`src/rtl/fci_pkg.sv`:
```
package fci_pkg;

   typedef enum logic [1:0] {
      MODE_ARRAY  = 2'd0,
      MODE_IDENT  = 2'd1,
      MODE_STATUS = 2'd2,
      MODE_QUERY  = 2'd3
   } rd_mode_e;

   typedef enum logic [1:0] {
      SQ_IDLE       = 2'd0,
      SQ_ERASE_CONF = 2'd1,
      SQ_BUF_COUNT  = 2'd2
   } seq_state_e;

   localparam logic [7:0] OP_READ_ARRAY = 8'hFF;
   localparam logic [7:0] OP_IDENT      = 8'h90;
   localparam logic [7:0] OP_STATUS     = 8'h70;
   localparam logic [7:0] OP_QUERY      = 8'h98;
   localparam logic [7:0] OP_CLR_STATUS = 8'h50;
   localparam logic [7:0] OP_ERASE      = 8'h20;
   localparam logic [7:0] OP_BUF_PROG   = 8'hE8;
   localparam logic [7:0] OP_CONFIRM    = 8'hD0;

   // strobe vector bit positions
   localparam int unsigned S_CE     = 0;
   localparam int unsigned S_WE     = 1;
   localparam int unsigned S_LE     = 2;
   localparam int unsigned S_OE     = 3;
   localparam int unsigned N_STROBE = 4;

endpackage

```
`src/rtl/fci_sampler.sv`:
```
module fci_sampler
   import fci_pkg::*;
#(
   parameter int unsigned ADDR_W    = 24,
   parameter int unsigned DATA_W    = 16,
   parameter int unsigned IN_STAGES = 1
) (
   input  logic                clk,
   input  logic                rst_n,
   input  logic [N_STROBE-1:0] strobe_raw,
   input  logic [ADDR_W-1:0]   addr_raw,
   input  logic [DATA_W-1:0]   data_raw,
   output logic [N_STROBE-1:0] strobe_s,
   output logic [N_STROBE-1:0] strobe_p,
   output logic [ADDR_W-1:0]   addr_s,
   output logic [DATA_W-1:0]   data_s
);
   localparam int unsigned BUS_W = N_STROBE + ADDR_W + DATA_W;
   localparam logic [BUS_W-1:0] IDLE_WORD = {{N_STROBE{1'b1}}, {(ADDR_W+DATA_W){1'b0}}};

   logic [BUS_W-1:0] pipe_q [IN_STAGES];
   logic [N_STROBE-1:0] prev_q;

   always_ff @(posedge clk or negedge rst_n) begin
      if (!rst_n) begin
         for (int i = 0; i < IN_STAGES; i++) pipe_q[i] <= IDLE_WORD;
         prev_q <= '1;
      end else begin
         pipe_q[0] <= {strobe_raw, addr_raw, data_raw};
         for (int i = 1; i < IN_STAGES; i++) pipe_q[i] <= pipe_q[i-1];
         prev_q <= strobe_s;
      end
   end

   assign {strobe_s, addr_s, data_s} = pipe_q[IN_STAGES-1];
   assign strobe_p = prev_q;

endmodule

```
`src/rtl/fci_latch.sv`:
```
module fci_latch
   import fci_pkg::*;
#(
   parameter int unsigned ADDR_W = 24,
   parameter int unsigned DATA_W = 16
) (
   input  logic                clk,
   input  logic                rst_n,
   input  logic [N_STROBE-1:0] strobe_s,
   input  logic [N_STROBE-1:0] strobe_p,
   input  logic [ADDR_W-1:0]   addr_s,
   input  logic [DATA_W-1:0]   data_s,
   output logic                commit,
   output logic [ADDR_W-1:0]   cap_addr,
   output logic [DATA_W-1:0]   cap_data
);
   logic win_full, win_data, rise_ce, rise_we, armed_q;

   // full window: chip, write and latch enable low, output enable high
   assign win_data = !strobe_s[S_CE] && !strobe_s[S_WE] && strobe_s[S_OE];
   assign win_full = win_data && !strobe_s[S_LE];
   assign rise_ce  = strobe_s[S_CE] && !strobe_p[S_CE];
   assign rise_we  = strobe_s[S_WE] && !strobe_p[S_WE];
   assign commit   = armed_q && (rise_ce || rise_we);

   always_ff @(posedge clk or negedge rst_n) begin
      if (!rst_n) begin
         armed_q  <= 1'b0;
         cap_addr <= '0;
         cap_data <= '0;
      end else begin
         if (win_full)                   armed_q <= 1'b1;
         else if (commit || !strobe_s[S_OE]) armed_q <= 1'b0;
         if (win_full) cap_addr <= addr_s;
         if (win_data) cap_data <= data_s;
      end
   end


   addr_hold_chk: assert property (@(posedge clk) disable iff (!rst_n)
      !win_full |=> $stable(cap_addr));


   commit_window_chk: assert property (@(posedge clk) disable iff (!rst_n)
      commit |-> $past(win_data));

endmodule

```
`src/rtl/fci_seq.sv`:
```
module fci_seq
   import fci_pkg::*;
#(
   parameter int unsigned ADDR_W    = 24,
   parameter int unsigned DATA_W    = 16,
   parameter int unsigned BUF_WORDS = 32,
   parameter int unsigned CNT_W     = 6
) (
   input  logic              clk,
   input  logic              rst_n,
   input  logic              commit,
   input  logic [ADDR_W-1:0] cap_addr,
   input  logic [DATA_W-1:0] cap_data,
   output rd_mode_e          rd_mode,
   output logic              seq_err,
   output logic              start_erase,
   output logic              start_prog,
   output logic [ADDR_W-1:0] start_addr,
   output logic [CNT_W-1:0]  start_count
);
   seq_state_e state_q;
   logic [7:0] op;
   logic       cnt_ok;

   assign op     = cap_data[7:0];
   assign cnt_ok = (cap_data != '0) && (cap_data <= DATA_W'(BUF_WORDS));

   always_ff @(posedge clk or negedge rst_n) begin
      if (!rst_n) begin
         state_q     <= SQ_IDLE;
         rd_mode     <= MODE_ARRAY;
         seq_err     <= 1'b0;
         start_erase <= 1'b0;
         start_prog  <= 1'b0;
         start_addr  <= '0;
         start_count <= '0;
      end else begin
         start_erase <= 1'b0;
         start_prog  <= 1'b0;
         if (commit) begin
            unique case (state_q)
               SQ_IDLE: begin
                  case (op)
                     OP_READ_ARRAY: rd_mode <= MODE_ARRAY;
                     OP_IDENT:      rd_mode <= MODE_IDENT;
                     OP_STATUS:     rd_mode <= MODE_STATUS;
                     OP_QUERY:      rd_mode <= MODE_QUERY;
                     OP_CLR_STATUS: seq_err <= 1'b0;
                     OP_ERASE:      state_q <= SQ_ERASE_CONF;
                     OP_BUF_PROG:   state_q <= SQ_BUF_COUNT;
                     default:       ;
                  endcase
               end
               SQ_ERASE_CONF: begin
                  state_q <= SQ_IDLE;
                  rd_mode <= MODE_STATUS;
                  if (op == OP_CONFIRM) begin
                     start_erase <= 1'b1;
                     start_addr  <= cap_addr;
                     start_count <= '0;
                  end else begin
                     seq_err <= 1'b1;
                  end
               end
               SQ_BUF_COUNT: begin
                  state_q <= SQ_IDLE;
                  rd_mode <= MODE_STATUS;
                  if (cnt_ok) begin
                     start_prog  <= 1'b1;
                     start_addr  <= cap_addr;
                     start_count <= CNT_W'(cap_data);
                  end else begin
                     seq_err <= 1'b1;
                  end
               end
               default: state_q <= SQ_IDLE;
            endcase
         end
      end
   end


   one_engine_chk: assert property (@(posedge clk) disable iff (!rst_n)
      $onehot0({start_erase, start_prog}));


   erase_pulse_chk: assert property (@(posedge clk) disable iff (!rst_n)
      start_erase |=> !start_erase);


   prog_pulse_chk: assert property (@(posedge clk) disable iff (!rst_n)
      start_prog |=> !start_prog);


   prog_count_chk: assert property (@(posedge clk) disable iff (!rst_n)
      start_prog |-> (start_count != '0) && (start_count <= CNT_W'(BUF_WORDS)));


   err_rise_chk: assert property (@(posedge clk) disable iff (!rst_n)
      $rose(seq_err) |-> (rd_mode == MODE_STATUS) && $past(state_q != SQ_IDLE));


   clear_chk: assert property (@(posedge clk) disable iff (!rst_n)
      $past(commit && state_q == SQ_IDLE && op == OP_CLR_STATUS) |-> !seq_err);

endmodule

```
`src/rtl/fci_top.sv`:
```
module fci_top
   import fci_pkg::*;
#(
   parameter int unsigned ADDR_W    = 24,
   parameter int unsigned DATA_W    = 16,
   parameter int unsigned BUF_WORDS = 32,
   parameter int unsigned IN_STAGES = 1,
   localparam int unsigned CNT_W    = $clog2(BUF_WORDS + 1)
) (
   input  logic              clk,
   input  logic              rst_n,
   input  logic              ce_n,
   input  logic              we_n,
   input  logic              oe_n,
   input  logic              le_n,
   input  logic [ADDR_W-1:0] addr,
   input  logic [DATA_W-1:0] din,
   output logic [1:0]        rd_mode,
   output logic              seq_err,
   output logic              start_erase,
   output logic              start_prog,
   output logic [ADDR_W-1:0] start_addr,
   output logic [CNT_W-1:0]  start_count
);
   generate
      if (DATA_W < 8) begin : g_bad_data_w
         $error("fci_top: DATA_W must hold an 8-bit instruction");
      end
      if (IN_STAGES < 1) begin : g_bad_stages
         $error("fci_top: IN_STAGES must be at least 1");
      end
      if (BUF_WORDS < 1 || BUF_WORDS >= (64'd1 << DATA_W)) begin : g_bad_buf
         $error("fci_top: BUF_WORDS must fit the data bus and be nonzero");
      end
      if (ADDR_W < 1) begin : g_bad_addr_w
         $error("fci_top: ADDR_W must be nonzero");
      end
   endgenerate

   logic [N_STROBE-1:0] strobe_raw, strobe_s, strobe_p;
   logic [ADDR_W-1:0]   addr_s, cap_addr;
   logic [DATA_W-1:0]   data_s, cap_data;
   logic                commit;
   rd_mode_e            mode;

   always_comb begin
      strobe_raw        = '1;
      strobe_raw[S_CE]  = ce_n;
      strobe_raw[S_WE]  = we_n;
      strobe_raw[S_LE]  = le_n;
      strobe_raw[S_OE]  = oe_n;
   end

   fci_sampler #(.ADDR_W(ADDR_W), .DATA_W(DATA_W), .IN_STAGES(IN_STAGES)) u_sampler (
      .clk(clk), .rst_n(rst_n),
      .strobe_raw(strobe_raw), .addr_raw(addr), .data_raw(din),
      .strobe_s(strobe_s), .strobe_p(strobe_p), .addr_s(addr_s), .data_s(data_s)
   );

   fci_latch #(.ADDR_W(ADDR_W), .DATA_W(DATA_W)) u_latch (
      .clk(clk), .rst_n(rst_n),
      .strobe_s(strobe_s), .strobe_p(strobe_p), .addr_s(addr_s), .data_s(data_s),
      .commit(commit), .cap_addr(cap_addr), .cap_data(cap_data)
   );

   fci_seq #(.ADDR_W(ADDR_W), .DATA_W(DATA_W), .BUF_WORDS(BUF_WORDS), .CNT_W(CNT_W)) u_seq (
      .clk(clk), .rst_n(rst_n),
      .commit(commit), .cap_addr(cap_addr), .cap_data(cap_data),
      .rd_mode(mode), .seq_err(seq_err),
      .start_erase(start_erase), .start_prog(start_prog),
      .start_addr(start_addr), .start_count(start_count)
   );

   assign rd_mode = mode;


   reset_mode_chk: assert property (@(posedge clk)
      !rst_n |=> (rd_mode == MODE_ARRAY) || rst_n);

endmodule

```
`config.mk`:
```
export PLATFORM = sky130hd
export DESIGN_NAME = fci_top
export DESIGN_NICKNAME = d
export VERILOG_FILES = /design/src/rtl/fci_pkg.sv /design/src/rtl/fci_sampler.sv /design/src/rtl/fci_latch.sv /design/src/rtl/fci_seq.sv /design/src/rtl/fci_top.sv
export SDC_FILE = /design/constraint.sdc
export NUM_CORES = 1
export LEC_CHECK = 0
export BUFFER_PORTS_ARGS = -buffer_cell sky130_fd_sc_hd__buf_2
export CAP_MARGIN = 15
export CORE_ASPECT_RATIO = 0.75
export CORE_MARGIN = 2
export CORE_UTILIZATION = 40
export DETAILED_ROUTE_END_ITERATION = 16
export PLACE_DENSITY = 0.62
export REMOVE_ABC_BUFFERS = 1
export SYNTH_ARGS = -nofsm -noshare
export SYNTH_HDL_FRONTEND = slang
export SYNTH_SLANG_ARGS = --single-unit
```
`constraint.sdc`:
```
create_clock -name clk -period 2.9 [get_ports clk]
set_input_delay 0.58 -clock clk [delete_from_list [all_inputs] [get_ports clk]]
set_output_delay 0.58 -clock clk [all_outputs]
set_load 0.05 [all_outputs]
```
==> results of run 1 <==
==> per-layer routing <==
layer | wire length (um) | vias to the layer above
met5 | 0 | -
met4 | 112 | 0
met3 | 483 | 11
met2 | 3611 | 64
met1 | 3881 | 1298
li1 | - | 1154
==> stage by stage <==
step | setup slack, ns | power [uW]
5_1_grt | 0.5060 | 4580
3_3_place_gp | 0.6707 | 2386
6_report | 0.6114 | 4375
2_1_floorplan | -0.1052 | 2254
4_1_cts | 0.6081 | 4438
3_5_place_dp | 0.6234 | 2406
==> worst max-delay path: stages (launching register included) <==
cell	delay, ns
dfrtp_1	0.43
or4b_4	0.60
o31ai_1	0.23
and3_2	0.25
o211ai_4	0.08
buf_4	0.25
mux2_4	0.32
==> worst paths after layout <==
| path | start | cells after the start | endpoint | slack (ns) |
|---|---|---|---|---|
| setup / recovery | u_latch.cap_data[2]$_DFFE_PN0P_ | 6 | u_seq.start_addr[12]$_DFFE_PN0P_ | 0.61 |
| hold / removal | rst_n | 1 | u_sampler.pipe_q[13]$_DFF_PN0_ | 0.15 |
| setup reg to reg | u_latch.cap_data[2]$_DFFE_PN0P_ | 6 | u_seq.start_addr[12]$_DFFE_PN0P_ | 0.61 |
| hold reg to reg | u_sampler.pipe_q[40]$_DFF_PN1_ | 0 | u_sampler.strobe_p[0]$_DFF_PN1_ | 0.39 |
| max in group asynchronous | rst_n | 2 | u_seq.rd_mode[1]$_DFFE_PN0P_ | 1.89 |
| min in group clk | we_n | 1 | u_sampler.pipe_q[41]$_DFF_PN1_ | 0.28 |
==> cells in the final DEF (no fill, tap or decap), types with 4 or more instances in the layout <==
master and count:
mux2_2 41, ha_1 4, clkbuf_16 17, buf_2 79
buf_4 7, clkinv_4 5, a21oi_1 4, mux2_4 24
dfrtp_1 118, a22o_1 5, clkinv_2 4, or2b_2 4
inv_1 5, o21ai_0 4, dfstp_2 6, nor4_1 5
nor2_1 6
==> sequential cells by signal, indices dropped and copies added, names as in the netlist <==
name                cells
u_sampler.pipe_q       44
u_latch.cap_addr       24
u_seq.start_addr       24
u_latch.cap_data       16
u_seq.start_count       6
u_sampler.strobe_p      2
u_seq.rd_mode           2
u_seq.state_q           2
u_latch.armed_q         1
u_seq.seq_err           1
u_seq.start_erase       1
u_seq.start_prog        1
==> power breakdown <==
group	internal, uW	switching [uW]	total [uW]	leakage (uW)
sequential	1900	108	2010	0.00154
clock	1260	746	2010	0.000279
combinational	177	182	359	0.000988
total	3340	1040	4370	0.00280
==> kinds of logic after synthesis <==
logic type | Yosys count
compound gates | 25
xor+xnor | 1
fa+ha+maj | 4
buf+inv | 15
flops | 124
mux | 65
simple gates | 35
==> layout make-up <==
| cell class | count | area (um2) | area share, % |
|---|---|---|---|
| clock buffer | 17 | 425.4 | 7.519 |
| tap | 140 | 175.2 | 3.096 |
| inverter | 5 | 18.77 | 0.3317 |
| multi-input combinational | 130 | 1313 | 23.20 |
| clock inverter | 14 | 147.6 | 2.609 |
| sequential | 124 | 3110 | 54.98 |
| timing repair buffer | 87 | 467.9 | 8.271 |
==> impl_metrics.csv, run 1 <==
group,metric,value,unit
timing,rsz0062_at_grt,"false",
logic_synthesis,synth_top_area_cell,"dfrtp_1",
clock_tree,path_clk_slew,0.06,ns
global_route,grt_max_degree,49,
setup_path,cp-end-kind,"register",
clock_tree,cts.sinks,124,
global_route,first_global_vias,2502,
logic_synthesis,synthesis.area,0.004512,mm2
layout,diodes,0,
clock_tree,root_buffer,"clkbuf_16",
floorplanning,die_x,126.6,um
power,p_leak,0.002803,uW
power,p_per_area,773.2,mW/mm2
layout,drive_above_1_share,53.85,%
route,wire_per_inst,15.65,um
route,num_vias,2527,
global_route,grt-ovfl-total,0,
timing,relSlewSlack,61.90,%
global_route,use_met2,20.45,%
clock_tree,cts_buffers,17,
clock_tree,cts_hold_buffers,0,
logic_synthesis,synth_fa_ha_area_share,1.109,%
timing,setup_viol,0,
logic_synthesis,synth_compound_area_share,4.243,%
logic_synthesis,yosys.area.top_type_share,65.45,%
layout,stdcell_count,517,
timing,final_hold_viol_count,0,
timing,holdWs,0.1545,ns
logic_synthesis,synth_area_leaders,"dfrtp_1 (65%), mux2_2 (10%), mux2_4 (8.0%)",
timing,fin_crit_sh,78.92,%
global_route,use_met1,20.24,%
logic_synthesis,ys_types,42,
global_route,grt_pass1_wl,13120,um
setup_path,critPathRequiredTime,3.19,ns
timing,fin_crit,2.289,ns
logic_synthesis,synth.avg_cell_area,16.77,um2
power,ir_drop,0.3947,mV
logic_synthesis,synthMuxAreaShare,18.22,%
route,drt-total-wl,8089,um
logic_synthesis,synth_ff_type,"dfrtp_1",
layout,finalInstanceArea,0.005658,mm2
setup_path,cp-start-kind,"register",
clock_tree,cts_buffer_depth,2,
floorplanning,initial_core_util,41.23,%
clock_tree,cts_setup_buffers,0,
clock_tree,h-tree-depth,4,
floorplanning,fp.coreArea,0.01094,mm2
layout,nets,415,
global_route,grtUsageMet3,6.115,%
logic_synthesis,synth_edf_count,0,
clock_tree,clock_latency,0.40,ns
logic_synthesis,seq_area_frac_synth,68.94,%
logic_synthesis,synthTopCellsByCount,"dfrtp_1 (118), mux2_2 (41), mux2_4 (24)",
logic_synthesis,synth-seq-cells,124,
logic_synthesis,synth.most_common_cell,"dfrtp_1",
global_route,grt_use_total,14.58,%
hold_path,hp-class,"input pin to async pin",
logic_synthesis,netlist_instances,269,
timing,worstMarginPinSlew,0.5636,ns
floorplanning,die_y,95.98,um
flow_run,maxCapViolCount,0,
layout,utilization,51.71,%
setup_path,critPathKind,"register to register",
clock_tree,cts_tree,"built",
timing,drv_slew,0,
route,vias_per_cell,4.888,
placed_design,placed_cell_area,0.005085,mm2
global_route,busiest_layer,"met2",
timing,timing.fmax,436.9,MHz
layout,nFillCells,896,
setup_path,critPathArrivalTime,2.58,ns
global_route,antenna_found_initial,0,
logic_synthesis,yosys.area_share.simple,5.269,%
logic_synthesis,synth_xor_area_share,0.1941,%
floorplanning,dieArea,0.01215,mm2
route,drt_drc_violations_left,0,
layout,area_delta_synth_final,25.40,%
floorplanning,ios,81,
placed_design,gp_congestion,0.8411,
placed_design,post-place-cells,486,
floorplanning,rows,33,
logic_synthesis,synth_top_family_by_area,"multiplexers",
route,drtIter0Drc,79,
logic_synthesis,ys_warn_count,0,
route,postRouteAntennaNets,0,
timing,clock-skew-final,0.009336,ns
clock_tree,post_cts_resized,0,
placed_design,portBuffers,80,
timing,fin_setup_tns,0,ns
route,drtPass1Iterations,4,
outcome,status,"completed",
placed_design,dp_hpwl,5428,um
logic_synthesis,synthArstFlopShare,100.0,%
setup_path,crit_fanout,16,
(Power assumes the default switching activity.)
==> run 2, diff against run 1 <==
- clock period: 2.9 -> 2.2 ns (I/O delays scaled with it)
==> run 2 against run 1 <==
Cell area grew 4.0%. Power grew 35%. Register-to-register slack lost 0.59 ns.
==> impl_metrics.csv, run 2 (synthesis results as in run 1) <==
group,metric,value,unit
layout,nFillCells,903,
layout,finalInstanceArea,0.005887,mm2
timing,setup_viol,0,
timing,worstMarginPinSlew,0.6082,ns
timing,drv_slew,0,
layout,mostFrequentLayoutCell,"dfrtp_1",
timing,rsz0062_at_grt,"true",
flow_run,maxCapViolCount,0,
clock_tree,cts_buffer_depth,2,
setup_path,reg2reg_depth,6,
layout,nets,431,
hold_path,whs_endpoint,"u_sampler.pipe_q[29]$_DFF_PN0_",
setup_path,critPathMaxStageDelay,0.56,ns
route,postRouteAntennaNets,0,
clock_tree,h-tree-depth,4,
placed_design,dpl_worst_slack,0.02097,ns
clock_tree,cts.sinks,124,
global_route,grt_pass1_wl,13050,um
route,vias_per_cell,4.821,
route,drt_drc_violations_left,0,
setup_path,ff2ff_setup_slack,0.02,ns
global_route,grt-ovfl-total,0,
layout,top_register,"u_sampler.pipe_q",
setup_path,cp-end-kind,"register",
floorplanning,die_y,95.98,um
setup_path,critPathArrivalTime,2.47,ns
setup_path,crit_slowest_cell,"or4b_4",
layout,largest_reg_flops,44,
timing,fin_ws,0.02389,ns
hold_path,min_from,"addr[13]",
placed_design,placed_cell_area,0.005205,mm2
floorplanning,ios,81,
clock_tree,path_clk_slew,0.05,ns
setup_path,r2r-end,"u_seq.start_addr[13]$_DFFE_PN0P_",
global_route,grt_max_degree,39,
layout,diodes,0,
setup_path,timing.rr.start,"u_latch.cap_data[1]$_DFFE_PN0P_",
timing,timing.fmax,459.5,MHz
layout,biggestRegsByFlops,"u_sampler.pipe_q (44), u_latch.cap_addr (24), u_seq.start_addr (24)",
placed_design,gp_congestion,0.8291,
power,ir_drop,0.6759,mV
route,drtIter0Drc,144,
global_route,first_global_vias,2520,
hold_path,hp-class,"input pin to register",
clock_tree,root_buffer,"clkbuf_16",
clock_tree,cts_tree,"built",
route,wire_per_inst,15.74,um
route,drt-total-wl,8372,um
timing,holdWs,0.1290,ns
setup_path,worstPathCellList,"or4b_4, o31ai_2, and3_4, o211ai_4, clkbuf_16, mux2_4",
timing,fin_crit_sh,98.91,%
outcome,status,"completed",
timing,final_hold_viol_count,0,
clock_tree,clock_latency,0.41,ns
setup_path,crit_fanout,6,
timing,fin_setup_tns,0,ns
floorplanning,dieArea,0.01215,mm2
placed_design,portBuffers,80,
route,num_vias,2565,
layout,area_delta_synth_final,30.48,%
placed_design,dp_hpwl,5556,um
clock_tree,cts_buffers,17,
timing,clock-skew-final,0.007578,ns
floorplanning,die_x,126.6,um
power,p_leak,0.002920,uW
global_route,antenna_found_initial,0,
layout,final_cell_mix,"dfrtp_1 (118), buf_2 (79), mux2_2 (41), mux2_4 (24), clkbuf_16 (18)",
setup_path,cp-start-kind,"register",
setup_path,critPathKind,"register to register",
timing,fin_crit,2.176,ns
layout,drive_above_1_share,56.38,%
hold_path,hold_depth,1,
route,drtPass1Iterations,4,
setup_path,critPathRequiredTime,2.49,ns
timing,relSlewSlack,58.88,%
floorplanning,rows,33,
floorplanning,initial_core_util,41.23,%
power,p_per_area,1006,mW/mm2
floorplanning,fp.coreArea,0.01094,mm2
global_route,grt_use_total,14.60,%
-- run 2: critical path: cells and delay by family (launching register included) --
kind / cells / cell delay, ns
and+or+nand+nor: 2 / 0.80
DFF: 1 / 0.41
AOI/OAI and AO/OA: 2 / 0.36
muxes: 1 / 0.29
buffers and inverters: 1 / 0.20
-- run 2: timing repair --
item                                    in CTS  in global routing
endpoints found under the setup margin       0                 25
hold buffers                                 1                  0
endpoints found under the hold margin        5                  0
gates resized for setup                      0                  7
buffers inserted                             0                  2
-- run 2: worst max path at each step --
| stage | start | end | slack, ns | cells past startpoint |
|---|---|---|---|---|
| detailed placement | u_latch.cap_data[1]$_DFFE_PN0P_ | u_seq.start_addr[8]$_DFFE_PN0P_ | 0.02 | 6 |
| CTS | u_latch.cap_data[4]$_DFFE_PN0P_ | u_seq.start_addr[4]$_DFFE_PN0P_ | 0.01 | 6 |
| global placement | u_sampler.pipe_q[40]$_DFF_PN1_ | u_seq.seq_err$_DFFE_PN0P_ | 0.07 | 5 |
| finish | u_latch.cap_data[1]$_DFFE_PN0P_ | u_seq.start_addr[13]$_DFFE_PN0P_ | 0.02 | 6 |
| global route | u_latch.cap_data[1]$_DFFE_PN0P_ | u_seq.start_addr[4]$_DFFE_PN0P_ | -0.03 | 6 |
| floorplan | u_sampler.pipe_q[43]$_DFF_PN1_ | u_latch.cap_addr[0]$_DFFE_PN0P_ | -0.81 | 3 |
-- run 2: final cells by class --
class	instances	area [um2]	share of cell area (%)
Sequential cell	124	3110	52.84
Timing Repair Buffer	103	649.4	11.03
Tap cell	140	175.2	2.976
Clock inverter	7	87.58	1.488
Clock buffer	23	498.0	8.459
Inverter	5	18.77	0.3188
Multi-Input combinational cell	130	1348	22.89
-- run 2: power by group --
part | internal (uW) | leakage (uW) | switching (uW) | total, uW
Clock | 1790 | 0.000291 | 927 | 2720
Sequential | 2510 | 0.00154 | 120 | 2630
Combinational | 289 | 0.00109 | 286 | 575
-- run 2: metal layers --
metal	up-vias	GRT usage, %	part of all wire [%]
li1	1184	-	-
met1	1296	21.38	51
met2	71	18.23	42
met3	14	6.559	5.6
met4	0	6.593	1.7
met5	-	0	0
-- run 2: metrics by stage --
stage	total power [uW]	util (%)	std cells
finish	5925	53.80	532
global route	6177	53.80	532
CTS	5973	53.01	528
detailed placement	3224	47.57	497
global placement	3205	47.57	497
floorplan	2972	-	259
==> run 3, diff against run 2 <==
- BUFFER_PORTS_ARGS: -buffer_cell sky130_fd_sc_hd__buf_2 -> default
- CORE_ASPECT_RATIO: 0.75 -> 0.5
- DONT_BUFFER_PORTS: default -> 1
- PLACE_DENSITY: 0.62 -> 0.56
==> run 3 against run 2 <==
The flow now finishes with violations (negative hold slack). Largest power group is now sequential cells. Global-route usage down 0.96 points. Worst hold slack lost 0.39 ns. Non-clock buffer count fell by 86. Combinational power shrank 38%. Cell area down 8.0%. Wire length fell by 6.8%. Clock skew grew 0.0035 ns. Final cell count is 15% lower. Core utilization decreased by 4.5 points.
==> impl_metrics.csv, run 3 (synthesis results as in run 1) <==
group,metric,value,unit
layout,final_cell_mix,"dfrtp_1 (118), mux2_2 (41), mux2_4 (24), clkbuf_16 (19), buf_4 (11)",
power,power.share.clock,46.8,%
floorplanning,initial_core_util,41.09,%
setup_path,path_buf_inv,2,
timing,fin_crit,2.195,ns
global_route,grt_max_degree,125,
clock_tree,cts_buffers,17,
setup_path,critPathArrivalTime,2.48,ns
route,drtPass1Iterations,4,
clock_tree,cts_buffer_depth,2,
floorplanning,fp.coreArea,0.01098,mm2
layout,nets,345,
power,netSwitchingFraction,21.61,%
setup_path,critical_path_depth,7,
power,ir_drop,0.5528,mV
layout,diodes,0,
timing,setup_viol,0,
clock_tree,cts.sinks,124,
timing,rsz0062_at_grt,"true",
layout,stdcell_count,452,
power,p_leak,0.002510,uW
layout,largest_reg_flops,44,
timing,drv_slew,0,
setup_path,worst_path_dominant_cell_family,"simple AND/OR/NAND/NOR gates",
placed_design,dp_hpwl,4841,um
setup_path,critPathRequiredTime,2.48,ns
setup_path,critPathCapture,"u_seq.start_addr[13]$_DFFE_PN0P_",
timing,final_hold_viol_count,124,
setup_path,crit_slowest_cell,"or4b_4",
floorplanning,ios,81,
clock_tree,cts_tree,"built",
floorplanning,die_y,79.10,um
layout,drive_above_1_share,42.67,%
floorplanning,die_x,154.2,um
route,drtIter0Drc,77,
clock_tree,path_clk_slew,0.05,ns
setup_path,cp-start-kind,"register",
route,drt-total-wl,7800,um
setup_path,crit_fanout,8,
setup_path,r2r-end,"u_seq.start_addr[13]$_DFFE_PN0P_",
timing,worstMarginPinSlew,0.5490,ns
global_route,first_global_vias,2338,
setup_path,worstPathCellList,"or4b_4, o31ai_2, and3_4, o211ai_4, buf_12, clkbuf_16, mux2_4",
setup_path,crit_path_start,"u_latch.cap_data[0]$_DFFE_PN0P_",
setup_path,critPathMaxStageDelay,0.56,ns
power,power_frac_comb,6.2,%
clock_tree,clock_latency,0.40,ns
setup_path,timing.rr.start,"u_latch.cap_data[0]$_DFFE_PN0P_",
timing,timing.fmax,455.6,MHz
placed_design,post-place-cells,417,
timing,holdWs,-0.2658,ns
flow_run,maxCapViolCount,0,
layout,biggestRegsByFlops,"u_sampler.pipe_q (44), u_latch.cap_addr (24), u_seq.start_addr (24)",
global_route,grt_pass1_wl,12290,um
route,num_vias,2173,
floorplanning,dieArea,0.01220,mm2
outcome,status,"complete, but fails checks",
timing,clock-skew-final,0.01110,ns
power,seq_power_share,46.9,%
placed_design,portBuffers,0,
global_route,grt-ovfl-total,0,
global_route,grt_use_total,13.64,%
route,drt_drc_violations_left,0,
floorplanning,rows,27,
global_route,antenna_found_initial,0,
setup_path,critPathKind,"register to register",
timing,fin_crit_sh,99.78,%
setup_path,ff2ff_setup_slack,0.005,ns
route,wire_per_inst,17.26,um
power,switching_power,1247,uW
hold_path,hp-class,"input pin to async pin",
power,p_per_area,1066,mW/mm2
layout,mostFrequentLayoutCell,"dfrtp_1",
layout,top_register,"u_sampler.pipe_q",
route,vias_per_cell,4.808,
clock_tree,root_buffer,"clkbuf_16",
layout,area_delta_synth_final,20.08,%
setup_path,cp-end-kind,"register",
route,postRouteAntennaNets,0,
power,power,5773,uW
timing,relSlewSlack,62.89,%
power,p_int,4526,uW
placed_design,gp_congestion,0.7486,
setup_path,reg2reg_depth,7,
clock_tree,h-tree-depth,4,
outcome,violations,"negative hold slack",
[run 3: cell types whose count changed in the layout (fill, tap and decap cells not counted), sizes merged]
cell	previous run	this run
clkbuf	24	25
dlygate4sd3	1	0
buf	101	15
bufinv	2	3
[run 3: cell type report]
| type | instances | area (um2) |
|---|---|---|
| Tap cell | 145 | 181.4 |
| Clock inverter | 8 | 117.6 |
| Timing Repair Buffer | 17 | 203.9 |
| Multi-Input combinational cell | 130 | 1328 |
| Sequential cell | 124 | 3110 |
| Fill cell | 896 | 5562 |
| Clock buffer | 23 | 457.9 |
| Inverter | 5 | 18.77 |
[run 3: routing by layer]
layer | track usage, % | wire length [um] | vias to the layer above
met1 | 16.96 | 3561 | 1117
met4 | 7.290 | 60 | 0
met2 | 20.94 | 3770 | 39
li1 | - | - | 1011
met3 | 5.186 | 407 | 6
met5 | 0 | 0 | -
[run 3: per-stage QoR]
step | util, % | worst slack (ns) | setup TNS [ns] | cell area, um2 | hold WS [ns]
3_3_place_gp | 43.23 | 0.07672 | 0 | 4746 | 0.1473
5_1_grt | 49.34 | -0.03406 | -0.5372 | 5418 | -0.2943
4_1_cts | 48.47 | 0.04803 | 0 | 5321 | -0.2865
6_report | 49.34 | 0.004924 | 0 | 5418 | -0.2658
3_5_place_dp | 43.23 | 0.04935 | 0 | 4746 | 0.1462
2_1_floorplan | - | -0.8052 | -27.40 | 4439 | 0.1444
[run 3: worst min-delay path by stage]
stage | startpoint | endpoint
floorplan | rst_n | u_latch.armed_q$_DFFE_PN0P_
finish | rst_n | u_sampler.pipe_q[34]$_DFF_PN0_
global placement | rst_n | u_latch.cap_addr[10]$_DFFE_PN0P_
CTS | rst_n | u_sampler.pipe_q[17]$_DFF_PN0_
detailed placement | rst_n | u_latch.cap_addr[15]$_DFFE_PN0P_
global route | rst_n | u_sampler.pipe_q[17]$_DFF_PN0_
[run 3: timing repair]
item	4_1_cts	5_1_grt
resized for setup	0	4
setup buffers	0	1
endpoints found under the hold margin	124	124
setup endpoints to repair	0	24
[run 3: power by group through the flow]
stage | registers (uW) | clock network [uW] | logic [uW]
4_1_cts | 2710 | 2760 | 356
3_3_place_gp | 2740 | 0 | 340
5_1_grt | 2740 | 2890 | 394
3_5_place_dp | 2750 | 0 | 355
6_report | 2710 | 2700 | 359
2_1_floorplan | 2720 | 0 | 248
